===== config.mk =====
export PLATFORM = sky130hd
export DESIGN_NAME = mw_master
export DESIGN_NICKNAME = d
export VERILOG_FILES = /design/src/rtl/mw_pkg.sv /design/src/rtl/mw_clkgen.sv /design/src/rtl/mw_txshift.sv /design/src/rtl/mw_rxshift.sv /design/src/rtl/mw_master.sv
export SDC_FILE = /design/constraint.sdc
export NUM_CORES = 1
export LEC_CHECK = 0
export ABC_CLOCK_PERIOD_IN_PS = 3100
export BUFFER_PORTS_ARGS = -buffer_cell sky130_fd_sc_hd__buf_2
export CORE_ASPECT_RATIO = 0.7
export CORE_UTILIZATION = 50
export CTS_CLUSTER_SIZE = 8
export DETAILED_ROUTE_END_ITERATION = 10
export PLACE_DENSITY_LB_ADDON = 0.05
export SETUP_SLACK_MARGIN = 0.02
export SKIP_LAST_GASP = 1
export SYNTH_ARGS = -nofsm -noshare
export SYNTH_HDL_FRONTEND = slang
export SYNTH_HIERARCHICAL = 1
export SYNTH_SLANG_ARGS = --single-unit
export TNS_END_PERCENT = 30

===== constraint.sdc =====
create_clock -name clk -period 3.1 [get_ports clk]
set_input_delay 0.62 -clock clk [delete_from_list [all_inputs] [get_ports clk]]
set_output_delay 0.62 -clock clk [all_outputs]
set_load 0.005 [all_outputs]

===== src/rtl/mw_pkg.sv =====
package mw_pkg;

  typedef enum logic [1:0] {
    ST_IDLE,
    ST_CMD,
    ST_TURN,
    ST_RX
  } mw_state_t;

  localparam int MIN_RX_LEN = 4;

  function automatic int clamp_len(input int req, input int max_len);
    if (req < MIN_RX_LEN) return MIN_RX_LEN;
    if (req > max_len) return max_len;
    return req;
  endfunction

endpackage


===== src/rtl/mw_clkgen.sv =====
module mw_clkgen #(
  parameter int DIV_W = 8
) (
  input  logic             clk,
  input  logic             rst,
  input  logic             run,
  input  logic [DIV_W-1:0] div,
  output logic             sclk,
  output logic             tick_rise,
  output logic             tick_fall
);

  logic [DIV_W-1:0] cnt;
  logic             tick;

  assign tick      = run && (cnt == div);
  assign tick_rise = tick && !sclk;
  assign tick_fall = tick && sclk;

  always_ff @(posedge clk) begin
    if (rst || !run) begin
      cnt  <= '0;
      sclk <= 1'b0;
    end else if (cnt == div) begin
      cnt  <= '0;
      sclk <= ~sclk;
    end else begin
      cnt <= cnt + 1'b1;
    end
  end

endmodule


===== src/rtl/mw_txshift.sv =====
module mw_txshift #(
  parameter int W = 8
) (
  input  logic         clk,
  input  logic         rst,
  input  logic         load,
  input  logic [W-1:0] din,
  input  logic         shift,
  output logic         bit_out
);

  logic [W-1:0] q;

  always_ff @(posedge clk) begin
    if (rst)        q <= '0;
    else if (load)  q <= din;
    else if (shift) q <= {q[W-2:0], 1'b0};
  end

  assign bit_out = q[W-1];

endmodule


===== src/rtl/mw_rxshift.sv =====
module mw_rxshift #(
  parameter int W = 16
) (
  input  logic         clk,
  input  logic         rst,
  input  logic         clr,
  input  logic         en,
  input  logic         din,
  output logic [W-1:0] q
);

  always_ff @(posedge clk) begin
    if (rst || clr) q <= '0;
    else if (en)    q <= {q[W-2:0], din};
  end

endmodule


===== src/rtl/mw_master.sv =====
module mw_master
  import mw_pkg::*;
#(
  parameter int DIV_W  = 8,
  parameter int CMD_W  = 8,
  parameter int MAX_RX = 16,
  parameter int LEN_W  = $clog2(MAX_RX + 1)
) (
  input  logic              clk,
  input  logic              rst,
  input  logic [DIV_W-1:0]  cfg_div,
  input  logic [LEN_W-1:0]  cfg_rx_len,
  input  logic              cfg_cont,
  input  logic [CMD_W-1:0]  cmd_data,
  input  logic              cmd_valid,
  output logic              cmd_ready,
  output logic [MAX_RX-1:0] rx_data,
  output logic              rx_valid,
  output logic              rx_overrun,
  input  logic              rx_read,
  output logic              sclk,
  output logic              fss_n,
  output logic              sdo,
  output logic              sdo_oe,
  input  logic              sdi
);

  localparam int CNT_MAX = (CMD_W > MAX_RX) ? CMD_W : MAX_RX;
  localparam int CNT_W   = $clog2(CNT_MAX + 1);

  mw_state_t        state;
  logic [CNT_W-1:0] bit_cnt;
  logic [CNT_W-1:0] len_q;
  logic             run;
  logic             tick_rise, tick_fall;
  logic             last_rx, reply_done, accept, xfer, tx_shift;
  logic             pending;
  logic [MAX_RX-1:0] rx_q;
  logic [CNT_W-1:0] len_req;

  mw_clkgen #(.DIV_W(DIV_W)) u_clk (
    .clk(clk), .rst(rst), .run(run), .div(cfg_div),
    .sclk(sclk), .tick_rise(tick_rise), .tick_fall(tick_fall)
  );

  assign len_req    = CNT_W'(clamp_len(int'(cfg_rx_len), MAX_RX));
  assign last_rx    = (state == ST_RX) && (bit_cnt == len_q);
  assign reply_done = last_rx && tick_fall;
  assign cmd_ready  = (state == ST_IDLE) || (reply_done && cfg_cont);
  assign accept     = cmd_valid && cmd_ready;
  assign xfer       = reply_done;
  assign tx_shift   = (state == ST_CMD) && tick_fall;

  mw_txshift #(.W(CMD_W)) u_tx (
    .clk(clk), .rst(rst), .load(accept), .din(cmd_data),
    .shift(tx_shift), .bit_out(sdo)
  );

  mw_rxshift #(.W(MAX_RX)) u_rx (
    .clk(clk), .rst(rst), .clr(accept),
    .en((state == ST_RX) && tick_rise && !last_rx),
    .din(sdi), .q(rx_q)
  );

  always_ff @(posedge clk) begin
    if (rst) begin
      state   <= ST_IDLE;
      bit_cnt <= '0;
      len_q   <= CNT_W'(MIN_RX_LEN);
      run     <= 1'b0;
      fss_n   <= 1'b1;
      sdo_oe  <= 1'b0;
    end else begin
      unique case (state)
        ST_IDLE: begin
          if (accept) begin
            state   <= ST_CMD;
            bit_cnt <= '0;
            len_q   <= len_req;
            run     <= 1'b1;
            fss_n   <= 1'b0;
            sdo_oe  <= 1'b1;
          end
        end
        ST_CMD: begin
          if (tick_fall) begin
            if (bit_cnt == CNT_W'(CMD_W - 1)) begin
              state   <= ST_TURN;
              bit_cnt <= '0;
              sdo_oe  <= 1'b0;
            end else begin
              bit_cnt <= bit_cnt + 1'b1;
            end
          end
        end
        ST_TURN: begin
          if (tick_fall) state <= ST_RX;
        end
        ST_RX: begin
          if (tick_rise && !last_rx) begin
            bit_cnt <= bit_cnt + 1'b1;
          end else if (reply_done) begin
            bit_cnt <= '0;
            if (accept) begin
              state  <= ST_CMD;
              len_q  <= len_req;
              sdo_oe <= 1'b1;
            end else begin
              state <= ST_IDLE;
              run   <= 1'b0;
              fss_n <= 1'b1;
            end
          end
        end
        default: state <= ST_IDLE;
      endcase
    end
  end

  // receive holding register and host-side flags
  always_ff @(posedge clk) begin
    if (rst) begin
      rx_data    <= '0;
      rx_valid   <= 1'b0;
      rx_overrun <= 1'b0;
      pending    <= 1'b0;
    end else begin
      rx_valid   <= xfer;
      rx_overrun <= xfer && pending && !rx_read;
      if (xfer) rx_data <= rx_q;
      if (rx_valid)     pending <= !rx_read;
      else if (rx_read) pending <= 1'b0;
    end
  end


  fss_frame_chk: assert property (@(posedge clk) disable iff (rst)
    (state != ST_IDLE) |-> !fss_n);


  sclk_idle_chk: assert property (@(posedge clk) disable iff (rst)
    fss_n |-> !sclk);


  oe_cmd_only_chk: assert property (@(posedge clk) disable iff (rst)
    sdo_oe |-> (state == ST_CMD));


  sdo_hold_chk: assert property (@(posedge clk) disable iff (rst)
    (sclk && $past(sclk)) |-> $stable(sdo));


  rx_pulse_chk: assert property (@(posedge clk) disable iff (rst)
    rx_valid |=> !rx_valid);


  ovr_with_valid_chk: assert property (@(posedge clk) disable iff (rst)
    rx_overrun |-> rx_valid);


  ready_window_chk: assert property (@(posedge clk) disable iff (rst)
    (cmd_ready && state != ST_IDLE) |-> (state == ST_RX && sclk && cfg_cont));

endmodule


==> results of run 1 <==
## power by group
group | switching (uW) | leakage, uW | internal [uW] | total, uW
registers | 48.5 | 0.000543 | 922 | 971
logic | 276 | 0.000718 | 200 | 476
clock network | 333 | 0.000113 | 496 | 828
total | 657 | 0.00137 | 1620 | 2280
## final timing paths
path / from / endpoint / slack (ns)
worst max-delay path: state[1] / cmd_ready / 0.23
worst max register to register: state[1] / u_tx/q[6] / 0.43
worst min register to register: rx_data[4] / rx_data[4] / 0.45
worst min-delay path: rx_read / pending / 0.44
## synthesized netlist by cell type, types with 5 or more instances
cell,count
nor2_1,37
ha_1,7
nand3_1,9
xor2_1,8
xnor2_1,11
inv_1,6
nand2b_1,5
nor2b_1,11
a21oi_1,25
mux2i_1,28
clkbuf_1,6
dfxtp_1,67
nand2_1,45
a211oi_1,10
## per-stage QoR
step                      utilization, %  setup WS, ns  hold slack [ns]  area, um2  power, uW
after floorplan                        -        0.5353           0.4312       3017       1347
after global placement             56.89        0.3593           0.4412       3291       1455
after detailed placement           56.89        0.2410           0.4432       3291       1461
after CTS                          60.83        0.2271           0.4297       3518       2294
after global routing               60.83       0.03994           0.4275       3518       2397
final                              60.83        0.2314           0.4439       3518       2275
## sequential cells by signal, summed over array words and instances, names as in the netlist
| signal | cells |
|---|---|
| rx_overrun | 1 |
| sdo_oe | 1 |
| len_q | 5 |
| rx_data | 16 |
| fss_n | 1 |
| u_rx/q | 16 |
| pending | 1 |
| u_tx/q | 8 |
| rx_valid | 1 |
| run | 1 |
| u_clk/cnt | 8 |
| u_clk/sclk | 1 |
| bit_cnt | 5 |
| state | 2 |
## worst register-to-register path, stage by stage (launching register included)
cell	delay, ns
dfxtp_1	0.44
ha_1	0.36
inv_2	0.12
nor4_4	0.41
and3_1	0.29
a21o_1	0.17
and2_1	0.32
inv_1	0.21
a211oi_1	0.27
## logic make-up after synthesis
family                   count (synthesis)  share of synthesized area [%]
multiplexers                            28                          9.291
adder cells (fa/ha/maj)                  7                          2.903
AND/OR/NAND/NOR                        130                          21.15
AO/OA/AOI/OAI                           56                          12.03
flip-flops                              67                          44.46
XOR/XNOR                                19                          5.516
buffers and inverters                   24                          4.645
## metal layers
metal	vias up	part of all wire (%)
li1	1226	-
met1	1071	55
met2	47	39
met3	6	4.7
met4	0	1.1
met5	-	0
## area by class of cell
cell class                 count  area, um2  share of cell area, %
clock buffer                  12      155.1                  4.410
clock inverter                 4      72.57                  2.063
inverter                       7      26.28                 0.7468
multi-input combinational    240       1539                  43.74
sequential                    67       1341                  38.12
tap                           75      93.84                  2.667
timing repair buffer          55      290.3                  8.250
==> out/metrics.yaml, run 1 <==
clock_tree:
  clkSinkCount: 67
  clk-insertion-delay-late_ns: 0.35
  cts_max_level: 3
  path_clk_slew_ns: 0.07
  cts-root-buf: "clkbuf_8"
  clockBufferDepth: 2
  cts_tree: "done"
  cts_resized: 0
  cts_buffers: 9
  hold_buffers: 0
  postCtsSetupRepairBufs: 0
setup_path:
  criticalPathCategory: "flop to output port"
  crit_buf_inv: 2
  crit_chain: "ha_1, inv_2, nor4_4, and3_1, a21o_1, buf_2"
  cp.arrival_ns: 2.25
  r2r_cells: 8
  cp_max_fo: 7
  slowest_delay_ns: 0.44
  required_ns: 2.48
  slowest_stage: "dfxtp_1"
  end_kind: "output port"
  cp_top_family: "simple AND/OR/NAND/NOR gates"
  cp_num_cells: 6
  crit_path_start_kind: "flop"
timing:
  period_share_pct: 92.54
  period_minus_slack_ns: 2.869
  setup_viol: 0
  tightest_slew_ns: 0.6360
  slew_headroom_pct: 57.60
  tns_ns: 0
  rsz0062_at_grt: "no"
  max_freq_mhz: 348.6
  finalHoldViolations: 0
  fin_skew_ns: 0.007272
  slew_violations: 0
placement:
  dpl.hpwl_mm: 4.170
  gp_congestion: 0.8281
  placedCellCount: 444
  numPortBuffers: 49
power_and_ir_drop:
  p_leak_uw: 0.001374
  ir_drop_uv: 398.1
  p_per_area_nw_per_um2: 646.7
final_layout:
  final_cell_mix: "67 x dfxtp_1, 49 x buf_2, 45 x nand2_1"
  final_cell_count_no_fill: 460
  n_fill_cell: 546
  diodes: 0
  syn_to_final_growth_pct: 16.63
  final_common_cell: "dfxtp_1"
  final_nets: 414
  drive_gt1_share_pct: 20.52
run_status:
  outcome: "finished, final reports clean"
die:
  dieArea_um2: 6353
  die_h_um: 66.99
  coreArea_um2: 5784
  dieWidth_um: 94.84
  num_rows: 23
  start_util_pct: 52.15
  io-pin-count: 50
synthesis:
  synth_area_per_cell_um2: 9.114
  synthArstFlopShare_pct: 0
  synth_area_leader_cell: "dfxtp_1"
  syn-num-nets: 365
  ys_warn_count: 6
  synth-edff-count: 0
  synth-seq-area-share_pct: 44.46
  netlist_area_um2: 3017
  ys.flop_type: "dfxtp_1"
  synth_top_area_share_pct: 44.46
  ys_ff_latch: 67
  synthTopCellsByArea: "dfxtp_1 44%, mux2i_1 9.3%, nand2_1 5.6%"
  syn-instance-count: 331
  ys_types: 51
drt:
  routed_wl_mm: 5.895
  num_vias: 2350
  ant_nets: 0
  vias_per_cell: 5.109
  drt_iter0_drc: 73
  firstDrtPassIters: 4
  wl_per_cell_um: 12.82
  drc: 0
global_route:
  gr-usage-met1_pct: 30.12
  top_usage_layer: "met1"
  overflow: 0
  grt_pass1_vias: 2058
  antenna_found_initial: 0
  grt.total_usage_pct: 20.89
  use_met3_pct: 7.192
  grt_pass1_wl_mm: 9.956
  grt_max_degree: 37
  grt_use_met2_pct: 27.61
min_path:
  hold_class: "primary input to flop"
  hold_depth: 2
flow_run:
  cap_violations: 0
Power figures use the tool's default switching activity.
==> inputs of run 2 (changes only) <==
==> constraint.sdc (replaced) <==
create_clock -name clk -period 3.1 [get_ports clk]
set_input_delay 0.31 -clock clk [delete_from_list [all_inputs] [get_ports clk]]
set_output_delay 0.31 -clock clk [all_outputs]
set_load 0.005 [all_outputs]
==> run 2 against run 1 <==
Sequential cell count is the same. Global-route usage shrank 0.63 points. Worst setup slack better by 0.31 ns. Routed wire length hardly changed. Count of clock-buffer cells in the layout unchanged. Sequential share of layout area up 0.58 points. Power fell by 5.6%. Combinational power is 3% higher. Utilization fell by 0.91 points. Die area is the same. Sequential power barely moved.
==> out/metrics.yaml, run 2 (synthesized netlist as in run 1, its figures left out) <==
run_status:
  outcome: "finished, final reports clean"
final_layout:
  final_cell_count_no_fill: 457
  drive_gt1_share_pct: 19.63
  final_cell_mix: "67 x dfxtp_1, 49 x buf_2, 45 x nand2_1"
  reg_top3: "rx_data x16, u_rx/q x16"
  final_common_cell: "dfxtp_1"
  final_nets: 413
  diodes: 0
  syn_to_final_growth_pct: 14.89
setup_path:
  end_kind: "flop"
  cp_max_fo: 18
  crit_buf_inv: 2
  slowest_stage: "dfxtp_1"
  criticalPathCategory: "flop to flop"
  startpoint: "state[1]"
  crit_chain: "ha_1, inv_2, nor4_4, and3_1, buf_4, o31a_1, mux2i_1, nor4b_2"
  slowest_delay_ns: 0.41
  cp.arrival_ns: 2.78
  required_ns: 3.32
  cp_top_family: "simple AND/OR/NAND/NOR gates"
  crit_path_start_kind: "flop"
  r2r_start: "state[1]"
global_route:
  grt_pass1_wl_mm: 9.625
  grt_max_degree: 28
  antenna_found_initial: 0
  grt_pass1_vias: 2041
  grt.total_usage_pct: 20.25
  overflow: 0
die:
  dieArea_um2: 6353
  start_util_pct: 52.15
  num_rows: 23
  dieWidth_um: 94.84
  io-pin-count: 50
  coreArea_um2: 5784
  die_h_um: 66.99
clock_tree:
  hold_buffers: 0
  clockBufferDepth: 2
  cts_tree: "done"
  path_clk_slew_ns: 0.06
  clkSinkCount: 67
  cts_max_level: 3
  postCtsSetupRepairBufs: 0
  cts_buffers: 9
  cts_resized: 0
  clk-insertion-delay-late_ns: 0.34
  cts-root-buf: "clkbuf_8"
placement:
  gp_congestion: 0.8729
  numPortBuffers: 49
  dpl.hpwl_mm: 4.120
  dp_slack_ns: 0.5410
  placedCellCount: 443
power_and_ir_drop:
  intPower_uw: 1510
  seqPwrFrac_pct: 45.0
  p_per_area_nw_per_um2: 619.9
  ir_drop_uv: 297.7
  combinationalPowerShare_pct: 22.8
  switchingPower_uw: 638.5
  p_clk_share_pct: 32.1
  sw_frac_of_total_pct: 29.72
  p_leak_uw: 0.001345
timing:
  period_minus_slack_ns: 2.557
  worst_slack_ns: 0.5426
  setup_viol: 0
  slew_violations: 0
  rsz0062_at_grt: "no"
  fin_skew_ns: 0.01368
  slew_headroom_pct: 61.71
  period_share_pct: 82.50
  tns_ns: 0
  max_freq_mhz: 391.0
  tightest_slew_ns: 0.5717
  whs_ns: 0.1477
  finalHoldViolations: 0
drt:
  vias_per_cell: 5.088
  drt_iter0_drc: 110
  ant_nets: 0
  routed_wl_mm: 5.899
  wl_per_cell_um: 12.91
  firstDrtPassIters: 4
  num_vias: 2325
  drc: 0
min_path:
  hp-start: "rx_read"
  hold_class: "primary input to flop"
flow_run:
  cap_violations: 0
## run 2: power groups by stage
stage	combinational, uW	clock [uW]	sequential, uW
after floorplan	369	0	977
after global placement	480	0	985
after detailed placement	483	0	987
after CTS	489	707	968
after global routing	543	753	977
final	490	690	968
## run 2: path summary, 6_finish.rpt
check / cells past startpoint / slack [ns] / endpoint
setup / recovery: 8 / 0.54 / bit_cnt[4]
hold / removal: 2 / 0.15 / pending
setup reg to reg: 8 / 0.54 / bit_cnt[4]
hold reg to reg: 2 / 0.45 / rx_data[1]
## run 2: layout make-up
class                      instances  area, um2
fill                             549       2318
multi-input combinational        240       1539
sequential                        67       1341
timing repair buffer              54      282.8
clock buffer                      12      145.1
tap                               75      93.84
clock inverter                     2      37.54
inverter                           7      26.28
## run 2: routing by layer
metal  part of all wire [%]  global-route usage [%]
met5                      0                       0
met4                   0.59                   5.114
met3                    3.9                   8.219
met2                     41                   29.32
met1                     55                   27.64
## run 2: through the flow
| step | util (%) | power [uW] | area (um2) |
|---|---|---|---|
| floorplan | - | 1347 | 3017 |
| global placement | 56.76 | 1466 | 3283 |
| detailed placement | 56.76 | 1470 | 3283 |
| CTS | 59.92 | 2163 | 3466 |
| global route | 59.92 | 2274 | 3466 |
| finish | 59.92 | 2148 | 3466 |
